$ cat src/rtl/cmp_irq_pkg.sv
`timescale 1ns/1ps
package cmp_irq_pkg;

    localparam int REG_W      = 8;
    localparam int DIV_SEL_W  = 2;

    localparam int BIT_IE     = 0;
    localparam int BIT_BYP    = 1;
    localparam int BIT_FLAG   = 2;
    localparam int BIT_MON    = 3;
    localparam int BIT_DIV_LO = 4;
    localparam int BIT_DIV_HI = BIT_DIV_LO + DIV_SEL_W - 1;
    localparam int BIT_RSV    = 6;
    localparam int BIT_EDGE   = 7;

    typedef struct packed {
        logic                 edge_fall;
        logic [DIV_SEL_W-1:0] div_sel;
        logic                 flag;
        logic                 bypass;
        logic                 irq_en;
    } ctrl_t;

    localparam ctrl_t CTRL_RST = '{
        edge_fall: 1'b1,
        div_sel:   '0,
        flag:      1'b0,
        bypass:    1'b1,
        irq_en:    1'b0
    };

endpackage

$ cat src/rtl/cmp_tick_div.sv
`timescale 1ns/1ps
module cmp_tick_div #(
    parameter int DIV_SEL_W = 2
) (
    input  logic                 clk,
    input  logic                 rst_n,
    input  logic                 slow_clk,
    input  logic                 reload,
    input  logic [DIV_SEL_W-1:0] div_sel,
    output logic                 samp_tick
);
    localparam int MAX_SHIFT = (1 << DIV_SEL_W) - 1;
    localparam int CNT_W     = (MAX_SHIFT > 0) ? MAX_SHIFT : 1;

    typedef struct packed {
        logic             slow;
        logic [CNT_W-1:0] cnt;
    } div_st_t;

    div_st_t st_q, st_d;
    logic             rise;
    logic [CNT_W-1:0] last;

    always_comb begin
        st_d      = st_q;
        st_d.slow = slow_clk;
        rise      = slow_clk && !st_q.slow;
        last      = CNT_W'((1 << div_sel) - 1);
        samp_tick = rise && (st_q.cnt == last) && !reload;
        if (reload) begin
            st_d.cnt = '0;
        end else if (rise) begin
            st_d.cnt = (st_q.cnt == last) ? '0 : st_q.cnt + 1'b1;
        end
    end

    always_ff @(posedge clk or negedge rst_n) begin
        if (!rst_n) begin
            st_q <= '0;
        end else begin
            st_q <= st_d;
        end
    end
endmodule

$ cat src/rtl/cmp_glitch_filter.sv
`timescale 1ns/1ps
module cmp_glitch_filter #(
    parameter int RUN_LEN = 3
) (
    input  logic clk,
    input  logic rst_n,
    input  logic sample,
    input  logic reload,
    input  logic din,
    output logic dout
);
    localparam int RUN_W = $clog2(RUN_LEN + 1);
    localparam logic [RUN_W-1:0] RUN_MAX = RUN_W'(RUN_LEN);

    typedef struct packed {
        logic             cand;
        logic [RUN_W-1:0] run;
        logic             level;
    } filt_st_t;

    filt_st_t st_q, st_d;

    always_comb begin
        st_d = st_q;
        if (reload) begin
            st_d.cand  = din;
            st_d.run   = '0;
            st_d.level = din;
        end else if (sample) begin
            if (din == st_q.cand) begin
                st_d.run = (st_q.run == RUN_MAX) ? st_q.run : st_q.run + 1'b1;
            end else begin
                st_d.cand = din;
                st_d.run  = RUN_W'(1);
            end
            if (st_d.run == RUN_MAX) begin
                st_d.level = st_d.cand;
            end
        end
    end

    assign dout = st_q.level;

    always_ff @(posedge clk or negedge rst_n) begin
        if (!rst_n) begin
            st_q <= '{cand: 1'b1, run: '0, level: 1'b1};
        end else begin
            st_q <= st_d;
        end
    end
endmodule

$ cat src/rtl/cmp_edge_det.sv
`timescale 1ns/1ps
module cmp_edge_det (
    input  logic clk,
    input  logic rst_n,
    input  logic sig,
    input  logic reload,
    input  logic reload_val,
    input  logic fall_sel,
    output logic hit
);
    logic prev_q, prev_d;

    always_comb begin
        prev_d = reload ? reload_val : sig;
        if (reload) begin
            hit = 1'b0;
        end else if (fall_sel) begin
            hit = prev_q && !sig;
        end else begin
            hit = sig && !prev_q;
        end
    end

    always_ff @(posedge clk or negedge rst_n) begin
        if (!rst_n) begin
            prev_q <= 1'b1;
        end else begin
            prev_q <= prev_d;
        end
    end
endmodule

$ cat src/rtl/cmp_irq_ctrl.sv
`timescale 1ns/1ps
module cmp_irq_ctrl
    import cmp_irq_pkg::*;
#(
    parameter int          ADDR_W   = 6,
    parameter int unsigned REG_ADDR = 12,
    parameter int          RUN_LEN  = 3
) (
    input  logic              clk,
    input  logic              rst_n,
    input  logic [ADDR_W-1:0] bus_addr,
    input  logic              bus_wr,
    input  logic              bus_rd,
    input  logic [REG_W-1:0]  bus_wdata,
    output logic [REG_W-1:0]  bus_rdata,
    input  logic              wr_unlock,
    input  logic              cmp_out,
    input  logic              cmp_en,
    input  logic              slow_clk,
    output logic              irq
);
    typedef struct packed {
        ctrl_t ctrl;
        logic  init;
    } top_st_t;

    top_st_t st_q, st_d;

    logic addr_hit, wr_ok, clr_req, cfg_chg, reload;
    logic mon, samp_tick, filt_level, sel_sig, edge_hit, hw_set;

    assign mon = cmp_en ? cmp_out : 1'b1;

    cmp_tick_div #(.DIV_SEL_W(DIV_SEL_W)) div_i (
        .clk       (clk),
        .rst_n     (rst_n),
        .slow_clk  (slow_clk),
        .reload    (reload),
        .div_sel   (st_q.ctrl.div_sel),
        .samp_tick (samp_tick)
    );

    cmp_glitch_filter #(.RUN_LEN(RUN_LEN)) filt_i (
        .clk    (clk),
        .rst_n  (rst_n),
        .sample (samp_tick),
        .reload (reload),
        .din    (mon),
        .dout   (filt_level)
    );

    cmp_edge_det edge_i (
        .clk        (clk),
        .rst_n      (rst_n),
        .sig        (sel_sig),
        .reload     (reload),
        .reload_val (mon),
        .fall_sel   (st_q.ctrl.edge_fall),
        .hit        (edge_hit)
    );

    always_comb begin
        addr_hit = (bus_addr == ADDR_W'(REG_ADDR));
        wr_ok    = bus_wr && addr_hit && wr_unlock;
        clr_req  = wr_ok && !bus_wdata[BIT_FLAG];
        cfg_chg  = wr_ok &&
                   ((bus_wdata[BIT_BYP] != st_q.ctrl.bypass) ||
                    (bus_wdata[BIT_DIV_HI:BIT_DIV_LO] != st_q.ctrl.div_sel));
        reload   = st_q.init || cfg_chg;
        sel_sig  = st_q.ctrl.bypass ? mon : filt_level;
        hw_set   = edge_hit && st_q.ctrl.irq_en && cmp_en;

        st_d      = st_q;
        st_d.init = 1'b0;
        if (wr_ok) begin
            st_d.ctrl.irq_en    = bus_wdata[BIT_IE];
            st_d.ctrl.bypass    = bus_wdata[BIT_BYP];
            st_d.ctrl.div_sel   = bus_wdata[BIT_DIV_HI:BIT_DIV_LO];
            st_d.ctrl.edge_fall = bus_wdata[BIT_EDGE];
        end
        if (clr_req) begin
            st_d.ctrl.flag = 1'b0;
        end
        if (hw_set) begin
            st_d.ctrl.flag = 1'b1;
        end
    end

    always_comb begin
        bus_rdata = '0;
        if (bus_rd && addr_hit) begin
            bus_rdata[BIT_IE]                = st_q.ctrl.irq_en;
            bus_rdata[BIT_BYP]               = st_q.ctrl.bypass;
            bus_rdata[BIT_FLAG]              = st_q.ctrl.flag;
            bus_rdata[BIT_MON]               = mon;
            bus_rdata[BIT_DIV_HI:BIT_DIV_LO] = st_q.ctrl.div_sel;
            bus_rdata[BIT_RSV]               = 1'b0;
            bus_rdata[BIT_EDGE]              = st_q.ctrl.edge_fall;
        end
    end

    assign irq = st_q.ctrl.flag && st_q.ctrl.irq_en && cmp_en;

    always_ff @(posedge clk or negedge rst_n) begin
        if (!rst_n) begin
            st_q <= '{ctrl: CTRL_RST, init: 1'b1};
        end else begin
            st_q <= st_d;
        end
    end
endmodule

$ cat config.mk
export PLATFORM = sky130hd
export DESIGN_NAME = cmp_irq_ctrl
export DESIGN_NICKNAME = d
export VERILOG_FILES = /design/src/rtl/cmp_irq_pkg.sv /design/src/rtl/cmp_tick_div.sv /design/src/rtl/cmp_glitch_filter.sv /design/src/rtl/cmp_edge_det.sv /design/src/rtl/cmp_irq_ctrl.sv
export SDC_FILE = /design/constraint.sdc
export NUM_CORES = 1
export LEC_CHECK = 0
export BUFFER_PORTS_ARGS = -buffer_cell sky130_fd_sc_hd__buf_2
export CORE_UTILIZATION = 30
export DETAILED_ROUTE_END_ITERATION = 8
export GPL_ROUTABILITY_DRIVEN = 1
export MAX_ROUTING_LAYER = met4
export SYNTH_ARGS = -nofsm -noshare
export SYNTH_HDL_FRONTEND = slang
export SYNTH_SLANG_ARGS = --single-unit
$ cat constraint.sdc
create_clock -name clk -period 2.6 [get_ports clk]
set_input_delay 0.13 -clock clk [delete_from_list [all_inputs] [get_ports clk]]
set_output_delay 0.13 -clock clk [all_outputs]
set_load 0.05 [all_outputs]
======== Word level (Yosys, flattened, before mapping) ========
Cells that the tools add are included.
operators by class
  eq/ne operators ......................... 7
  add/sub/neg operators ................... 3
  reductions and logical operators ........ 26
  multiplexer cells ....................... 19
  shift-type cells ........................ 1
operators by type and width
  kind                   number
  $logic_and A1 B1 Y1    14
  $mux W1                9
  $mux W3                3
  $mux W2                4
  $mux W4                2
  $mux W8                1
  $reduce_bool A2 Y1     4
  $eq A6 B4 Y1 const B   1
  $logic_not A1 Y1       5
  $eq A2 B2 Y1 const B   2
  $add A3 B1 Y3 const B  1
  $eq A3 B3 Y1           1
  $shl A1 B2 Y3 const A  1
  $sub A3 B2 Y3 const B  1
  $add A2 B1 Y2 const B  1
  $logic_or A1 B1 Y1     2
  $ne A2 B2 Y1           1
  $reduce_and A2 Y1      1
  $eq A1 B1 Y1           1
  $ne A1 B1 Y1           1
word-level totals
  output and inout bits ................... 9
  register bits ........................... 16
  logic and storage cells ................. 68
  input bits .............................. 22

======== Logic depth before layout (Yosys ltp) ========
Gate-level depths: netlist (run 1).
  word-level depth ........................ 13
  gate-level depth with buffers ........... 6
  mapped depth without buffers ............ 5

======== Hierarchy ========
A second synthesis (run 1) with hierarchy kept.
unflattened totals
  cells, all modules ...................... 90
  area total of the unflattened synthesis .. 943.4 µm²
modules (own cells, without submodules)
  module             cells each  seq. area each (µm²)  area each (µm²)  times used
  cmp_irq_ctrl       40          178.9                 415.4            1
  cmp_tick_div       26          100.1                 270.3            1
  cmp_glitch_filter  19          102.6                 195.2            1
  cmp_edge_det       5           26.3                  62.6             1

======== Least setup slack after synthesis (run 1) ========
Ideal clock, no wire load.
  path type ............................... reg-to-reg
  start point ............................. reg st_q[4] (netlist bit)
  end point ............................... reg filt_i.st_q, in the netlist filt_i.dout
  arrival ................................. 1590 ps
  required time ........................... 2509 ps
  period minus slack after synthesis ...... 1680 ps
  setup time .............................. 91 ps
  path buffers ............................ 0
  setup slack ............................. 920 ps
  cell stages (with the launch flop) ...... 6
  path through ............................ dfrtp_1 -> or2_2 -> a2111oi_2 -> a21o_1 -> a41oi_1 -> o31ai_1
on the way
  longest elaborated chain between the ends .. 8
  elaborated cells on any way between the ends .. 14
  classes of those cells .................. add/sub: 1; eq/ne: 2; shift: 1; mux: 1; reduce/logical: 9
ends and longest elaborated chain
  what                                                                   RTL line                 source
  start, declared                                                        cmp_irq_ctrl.sv:27       top_st_t st_q, st_d;
  start signal, assigned                                                 cmp_irq_ctrl.sv:106      st_q <= '{ctrl: CTRL_RST, init: 1'b1};
  start signal, assigned                                                 cmp_irq_ctrl.sv:108      st_q <= st_d;
  parallel branches: the longest is 8 deep, another holds $sub A3 B2 Y3  n/a
  end signal, assigned                                                   cmp_glitch_filter.sv:46  st_q <= '{cand: 1'b1, run: '0, level: 1'b1};
  end signal, assigned                                                   cmp_glitch_filter.sv:48  st_q <= st_d;
  end, declared                                                          cmp_glitch_filter.sv:21  filt_st_t st_q, st_d;
Parallel ways; which one is timed is not known.
A chain may end at the register's enable or synchronous reset.

======== Final worst setup path (run 1) ========
Ends and elaborated chain as after synthesis.

==> results of run 1 <==
[through the flow]
| step | instance area, µm² | utilization, % | hold WS [ns] |
|---|---|---|---|
| finish | 1170 | 40.7 | 0.0728 |
| floorplan | 948 | - | -0.166 |
| global route | 1170 | 40.7 | 0.0648 |
| detailed placement | 1110 | 38.7 | 0.0711 |
| global placement | 1110 | 38.7 | 0.0632 |
| CTS | 1170 | 40.7 | 0.0644 |
[where the power goes]
group | internal, µW | switching (µW) | total (µW)
registers | 273 | 17.4 | 290
logic | 47.0 | 54.7 | 102
clock network | 85.2 | 79.9 | 165
[cell families after synthesis]
kind of cell | count (synthesis) | synth area share (%)
and+or+nand+nor | 38 | 23.3
AOI/OAI and AO/OA | 17 | 13.6
DFF | 16 | 43.2
muxes | 7 | 8.61
buffers and inverters | 5 | 3.18
xor gates and xnor gates | 4 | 3.71
adders and majority gates | 3 | 3.97
other | 1 | 0.397
[sequential cells by signal (all words and copies together), names as in the netlist]
name / cells
div_i.st_q: 4
edge_i.prev_q: 1
filt_i.dout: 1
filt_i.st_q: 3
st_q: 7
[worst max-delay path: stages, from the launching register on]
cell	delay, ns
dfrtp_1	0.46
or2_2	0.33
a2111oi_2	0.39
a21o_1	0.21
a41oi_1	0.14
o31ai_1	0.27
[cells in the final DEF (no fill, tap or decap), drive strengths merged, types with 2 or more instances in the layout]
cell type / instances
o21ai: 2
nand3: 2
dlygate4sd3: 2
nand2: 7
dfrtp: 10
nor3: 5
inv: 2
mux2: 6
nor4: 2
xor2: 3
or2: 3
clkbuf: 4
a21oi: 5
conb: 2
o31ai: 2
dfstp: 6
a31oi: 2
buf: 27
and3: 11
ha: 3
nand2b: 2
[worst max path at each step]
stage	slack (ns)	to	startpoint	depth (start not counted)
global route	0.53	filt_i.dout	st_q[4]	5
detailed placement	0.73	filt_i.dout	st_q[4]	5
finish	0.71	filt_i.dout	st_q[4]	5
CTS	0.70	filt_i.dout	st_q[4]	5
floorplan	0.92	filt_i.dout	st_q[4]	5
global placement	0.76	edge_i.prev_q	bus_addr[1]	6
[layout make-up]
type,instances,share of cell area [%]
Clock buffer,4,3.10
Sequential cell,16,34.9
Timing Repair Buffer,29,13.3
Tap cell,42,4.49
Inverter,2,0.642
Multi-Input combinational cell,71,43.6
[metal layers]
| metal | global-route usage [%] | up-vias |
|---|---|---|
| met5 | - | - |
| met4 | 5.10 | 0 |
| met3 | 2.90 | 4 |
| met2 | 21.5 | 28 |
| met1 | 14.5 | 372 |
| li1 | - | 396 |
[repair_timing]
action	4_1_cts	5_1_grt
setup buffers	0	0
hold endpoints to repair	11	0
hold buffers	2	0
setup endpoints to repair	0	0
==> flow_summary.yaml, run 1 <==
min_path:
  whs_endpoint: "st_q[6]"
  holdCritStartpoint: "bus_wdata[7]"
  holdPathStages: 2
  hold_class: "in2reg"
synthesis:
  synth-warning-count: 0
  ys_ff_latch: 16
  synth_area_leaders: "dfrtp_1 26%, dfstp_2 17%, and3_1 7.3%, mux2_2 6.0%, ha_1 4.0%"
  synth_commonest_cells: "11 x and3_1, 10 x dfrtp_1, 7 x nand2_1, 6 x dfstp_2"
  yosysUniqueCellTypes: 37
  syn_area_um2: 945
  syn_avg_cell_area_um2: 10.4
  syn_inst: 91
  synth_edf_count: 0
  synthFlopType: "dfrtp_1"
  synth_async_sr_flop_share_pct: 100
  yosysTopAreaCell: "dfrtp_1"
  yosysTopAreaCellShare_pct: 26.5
  yosysMostFrequentCell: "and3_1"
  synth-seq-area-share_pct: 43.2
critical_path:
  path_class: "reg2reg"
  reg2reg_slack_ns: 0.71
  worstReg2RegEnd: "filt_i.dout"
  start_kind: "flop"
  path_max_fanout: 6
  reg2reg_from: "st_q[4]"
  crit_required_ns: 2.80
  r2r_cells: 5
  cp.arrival_ns: 2.09
  end_kind: "flop"
detailed_routing:
  wl_met1_um: 909
  met2_length_um: 860
  wl_per_cell_um: 11.6
  top_layer_used: "met4"
  ant_nets: 0
  dr.pass1.iters: 3
  via_per_inst: 4.88
  drt_iter0_drc: 13
  wl_met3_um: 122
  drc: 0
  num_vias: 800
  wl_um: 1910
sta:
  min_period_ns: 1.89
  setup_tns_ns: 0
  hold_violations: 0
  finalSetupViolCount: 0
  rsz0062_at_grt: "false"
  drv_slew: 0
  worst_slew_pin_slew_ns: 0.526
  relSlewSlack_pct: 64.9
  setup_slack_ns: 0.712
  max_freq_mhz: 530
  skew_ns: 0.000968
  post-route-period-util_pct: 72.6
finish:
  stdcell_count: 164
  n_antenna_cell: 0
  drive_gt1_share_pct: 39.3
  multi_input_area_um2: 510
  fill_cells: 292
  final_nets: 148
  seqCellArea_um2: 408
  area_growth_pct: 23.8
clock_network:
  numClockSinks: 16
  post_cts_resized: 0
  clkTransAtPathRegs_ns: 0.09
  cts_root_buffer: "clkbuf_4"
  ctsLongestPathBuffers: 2
  ctsHtreeMaxLevel: 1
  cts_tree: "built"
  worstSkewPairLatency_ns: 0.28
  numCtsBuffers: 3
floorplan:
  core_area_um2: 2880
  dieArea_um2: 3380
  ios: 31
  die_y_um: 58.1
  row_count: 19
  dieWidth_um: 58.1
  initial_core_util_pct: 32.8
placement:
  detailed_place_hpwl_um: 1440
  routabilityCongestion: 0.790
  pre_cts_ws_ns: 0.727
  portBuffers: 27
  place_inst: 158
outcome:
  outcome: "complete, no violations"
power:
  p_total_uw: 557
  leakage_uw: 0.000579
  power_density_nw_per_um2: 476
  max-vdd-ir-drop_mv: 0.198
global_route:
  grt_overflow: 0
  grt_pass1_vias: 740
  grt_start_max_net_pins: 17
  antenna_found_initial: 0
  track_usage_pct: 12.7
  grt_pass1_wl_um: 3190
job:
  cap_viol_max_count: 0
Power figures use the tool's default switching activity.
==> run 2: changes to the inputs <==
--- a/config.mk
+++ b/config.mk
@@ -5,6 +5,7 @@
 export SDC_FILE = /design/constraint.sdc
 export NUM_CORES = 1
 export LEC_CHECK = 0
+export ABC_AREA = 1
 export BUFFER_PORTS_ARGS = -buffer_cell sky130_fd_sc_hd__buf_2
 export CORE_UTILIZATION = 30
 export DETAILED_ROUTE_END_ITERATION = 8
==> constraint.sdc (replaced) <==
create_clock -name clk -period 1.6 [get_ports clk]
set_input_delay 0.08 -clock clk [delete_from_list [all_inputs] [get_ports clk]]
set_output_delay 0.08 -clock clk [all_outputs]
set_load 0.05 [all_outputs]
==> run 2 against run 1 <==
Area after synthesis up 4.2%. Non-clock buffer count up 2. Register-to-register slack worse by 0.50 ns. Fmax up 36%. Global-route usage up 0.61 points. Largest power group unchanged.
==> flow_summary.yaml, run 2 <==
outcome:
  outcome: "complete, no violations"
clock_network:
  cts_tree: "built"
  clkTransAtPathRegs_ns: 0.09
  postCtsSetupBuffers: 0
  post_cts_resized: 0
  worstSkewPairLatency_ns: 0.28
  ctsHtreeMaxLevel: 1
  ctsLongestPathBuffers: 2
  cts_root_buffer: "clkbuf_4"
  numClockSinks: 16
  numCtsBuffers: 3
synthesis:
  synth_commonest_cells: "34 x nand2_1, 17 x nor2_1, 15 x inv_1, 10 x dfrtp_1, 7 x o21ai_0"
  yosysTopAreaCell: "dfrtp_1"
  syn_inst: 127
  synth_area_leaders: "dfrtp_1 25%, dfstp_2 16%, nand2_1 13%, nor2_1 6.5%, inv_1 5.7%"
  yosysUniqueCellTypes: 29
  synth-seq-area-share_pct: 41.4
  synth_async_sr_flop_share_pct: 100
  synth_edf_count: 0
  synthFlopType: "dfrtp_1"
  syn_avg_cell_area_um2: 7.75
  ys_ff_latch: 16
  yosysTopAreaCellShare_pct: 25.4
  yosysMostFrequentCell: "nand2_1"
  synth-warning-count: 0
  syn_area_um2: 985
detailed_routing:
  met2_length_um: 1110
  wl_per_cell_um: 9.49
  ant_nets: 0
  via_per_inst: 4.24
  drc: 0
  drt_iter0_drc: 21
  wl_met3_um: 32
  top_layer_used: "met4"
  dr.pass1.iters: 4
  num_vias: 869
  wl_um: 1950
  wl_met1_um: 790
placement:
  portBuffers: 27
  detailed_place_hpwl_um: 1640
  routabilityCongestion: 0.778
  place_inst: 198
critical_path:
  start_kind: "flop"
  path_class: "reg2reg"
  end_kind: "flop"
  reg2reg_slack_ns: 0.21
  r2r_cells: 7
  crit_required_ns: 1.82
  cp.arrival_ns: 1.61
  path_max_fanout: 3
  reg2reg_from: "filt_i.st_q[3]"
  worstReg2RegEnd: "filt_i.dout"
floorplan:
  core_area_um2: 3080
  dieWidth_um: 59.3
  dieArea_um2: 3520
  ios: 31
  initial_core_util_pct: 32.0
  die_y_um: 59.3
  row_count: 20
min_path:
  hold_class: "in2reg"
  holdCritStartpoint: "bus_wdata[7]"
  whs_endpoint: "st_q[6]"
  holdPathStages: 3
power:
  p_switching_uw: 280
  power_frac_comb_pct: 22.1
  swShare_pct: 29.4
  leakage_uw: 0.000669
  max-vdd-ir-drop_mv: 0.392
  cellInternalPower_uw: 672
  seqPwrFrac_pct: 50.6
  p_clk_share_pct: 27.3
  power_density_nw_per_um2: 768
finish:
  postLayoutCoreUtil_pct: 40.3
  drive_gt1_share_pct: 32.9
  n_antenna_cell: 0
  stdcell_count: 205
  top_register: "st_q"
  largest_reg_flops: 7
  most-common-layout-cells: "34 x nand2_1, 27 x buf_2, 17 x nor2_1"
  area_growth_pct: 25.9
  reg.largest.list: "st_q x7, div_i.st_q x4, filt_i.st_q x3"
  final_common_cell: "nand2_1"
  final_nets: 187
global_route:
  grt_overflow: 0
  track_usage_pct: 13.3
  grt_pass1_vias: 876
  grt_start_max_net_pins: 17
  grt_pass1_wl_um: 3440
  antenna_found_initial: 0
sta:
  min_period_ns: 1.39
  drv_slew: 0
  max_freq_mhz: 718
  setup_tns_ns: 0
  hold-worst-slack_ns: 0.0230
  rsz0062_at_grt: "false"
  skew_ns: 0.000801
  finalSetupViolCount: 0
  post-route-period-util_pct: 87.0
  hold_violations: 0
job:
  cap_viol_max_count: 0
run 2: cell count changes in the layout (fill, tap and decap cells not counted), moves of 4 or more:
cell     before  now
nand2_1       7   34
nor2_1        0   17
inv_1         2   15
and3_1       11    0
mux2_2        5    0
nor3_1        5    0
o21ai_0       2    7
nand2_2       0    4
run 2: metal layers:
layer / GRT usage (%) / up-vias
met4: 5.10 / 0
li1: - / 459
met1: 14.1 / 399
met2: 25.2 / 9
met5: - / -
met3: 1.31 / 2
run 2: how the worst max path moves through the flow:
stage / end / cells after the start / from / slack, ns
final: filt_i.dout / 7 / filt_i.st_q[3] / 0.21
after global routing: filt_i.st_q[3] / 7 / filt_i.st_q[3] / 0.1
after CTS: filt_i.dout / 7 / filt_i.st_q[3] / 0.19
after detailed placement: filt_i.dout / 7 / filt_i.st_q[3] / 0.21
after global placement: filt_i.dout / 7 / filt_i.st_q[3] / 0.25
after floorplan: bus_rdata[1] / 2 / st_q[2] / 0.28
run 2: power by group through the flow:
stage / combinational (µW) / clock, µW / sequential, µW
floorplan: 148 / 0 / 482
global placement: 200 / 0 / 488
detailed placement: 208 / 0 / 490
CTS: 215 / 277 / 482
global route: 240 / 293 / 487
finish: 210 / 260 / 482
run 2: stage by stage:
| stage | worst slack, ns | area, µm² | power [µW] |
|---|---|---|---|
| after floorplan | 0.282 | 988 | 629 |
| after global placement | 0.250 | 1170 | 688 |
| after detailed placement | 0.207 | 1170 | 698 |
| after CTS | 0.193 | 1240 | 974 |
| after global routing | 0.0979 | 1240 | 1020 |
| final | 0.208 | 1240 | 952 |
run 2: cell type report:
class / count / area, µm²
Clock buffer: 4 / 36.3
Fill cell: 341 / 1840
Inverter: 18 / 67.6
Multi-Input combinational cell: 92 / 500
Sequential cell: 16 / 408
Tap cell: 44 / 55.1
Timing Repair Buffer: 31 / 173
run 2: critical path: stages (launching register included):
cell     delay (ns)
dfstp_2        0.56
inv_1          0.05
ha_1           0.19
or2_2          0.28
nand3_1        0.09
nand2_2        0.06
nand2_1        0.06
nand2_1        0.05
run 2: logic make-up after synthesis:
| logic type | after synthesis | share of synthesized area (%) |
|---|---|---|
| AND/OR/NAND/NOR | 68 | 31.6 |
| buffers and inverters | 20 | 8.13 |
| flip-flops | 16 | 41.4 |
| AO/OA/AOI/OAI | 13 | 7.62 |
| XOR/XNOR | 5 | 5.97 |
| adder cells (fa/ha/maj) | 3 | 3.81 |
| other | 1 | 0.381 |
| multiplexers | 1 | 1.02 |
run 2: repair_timing:
action                     4_1_cts  5_1_grt
hold endpoints to repair        18        0
setup endpoints to repair        0        0
hold buffers                     3        0
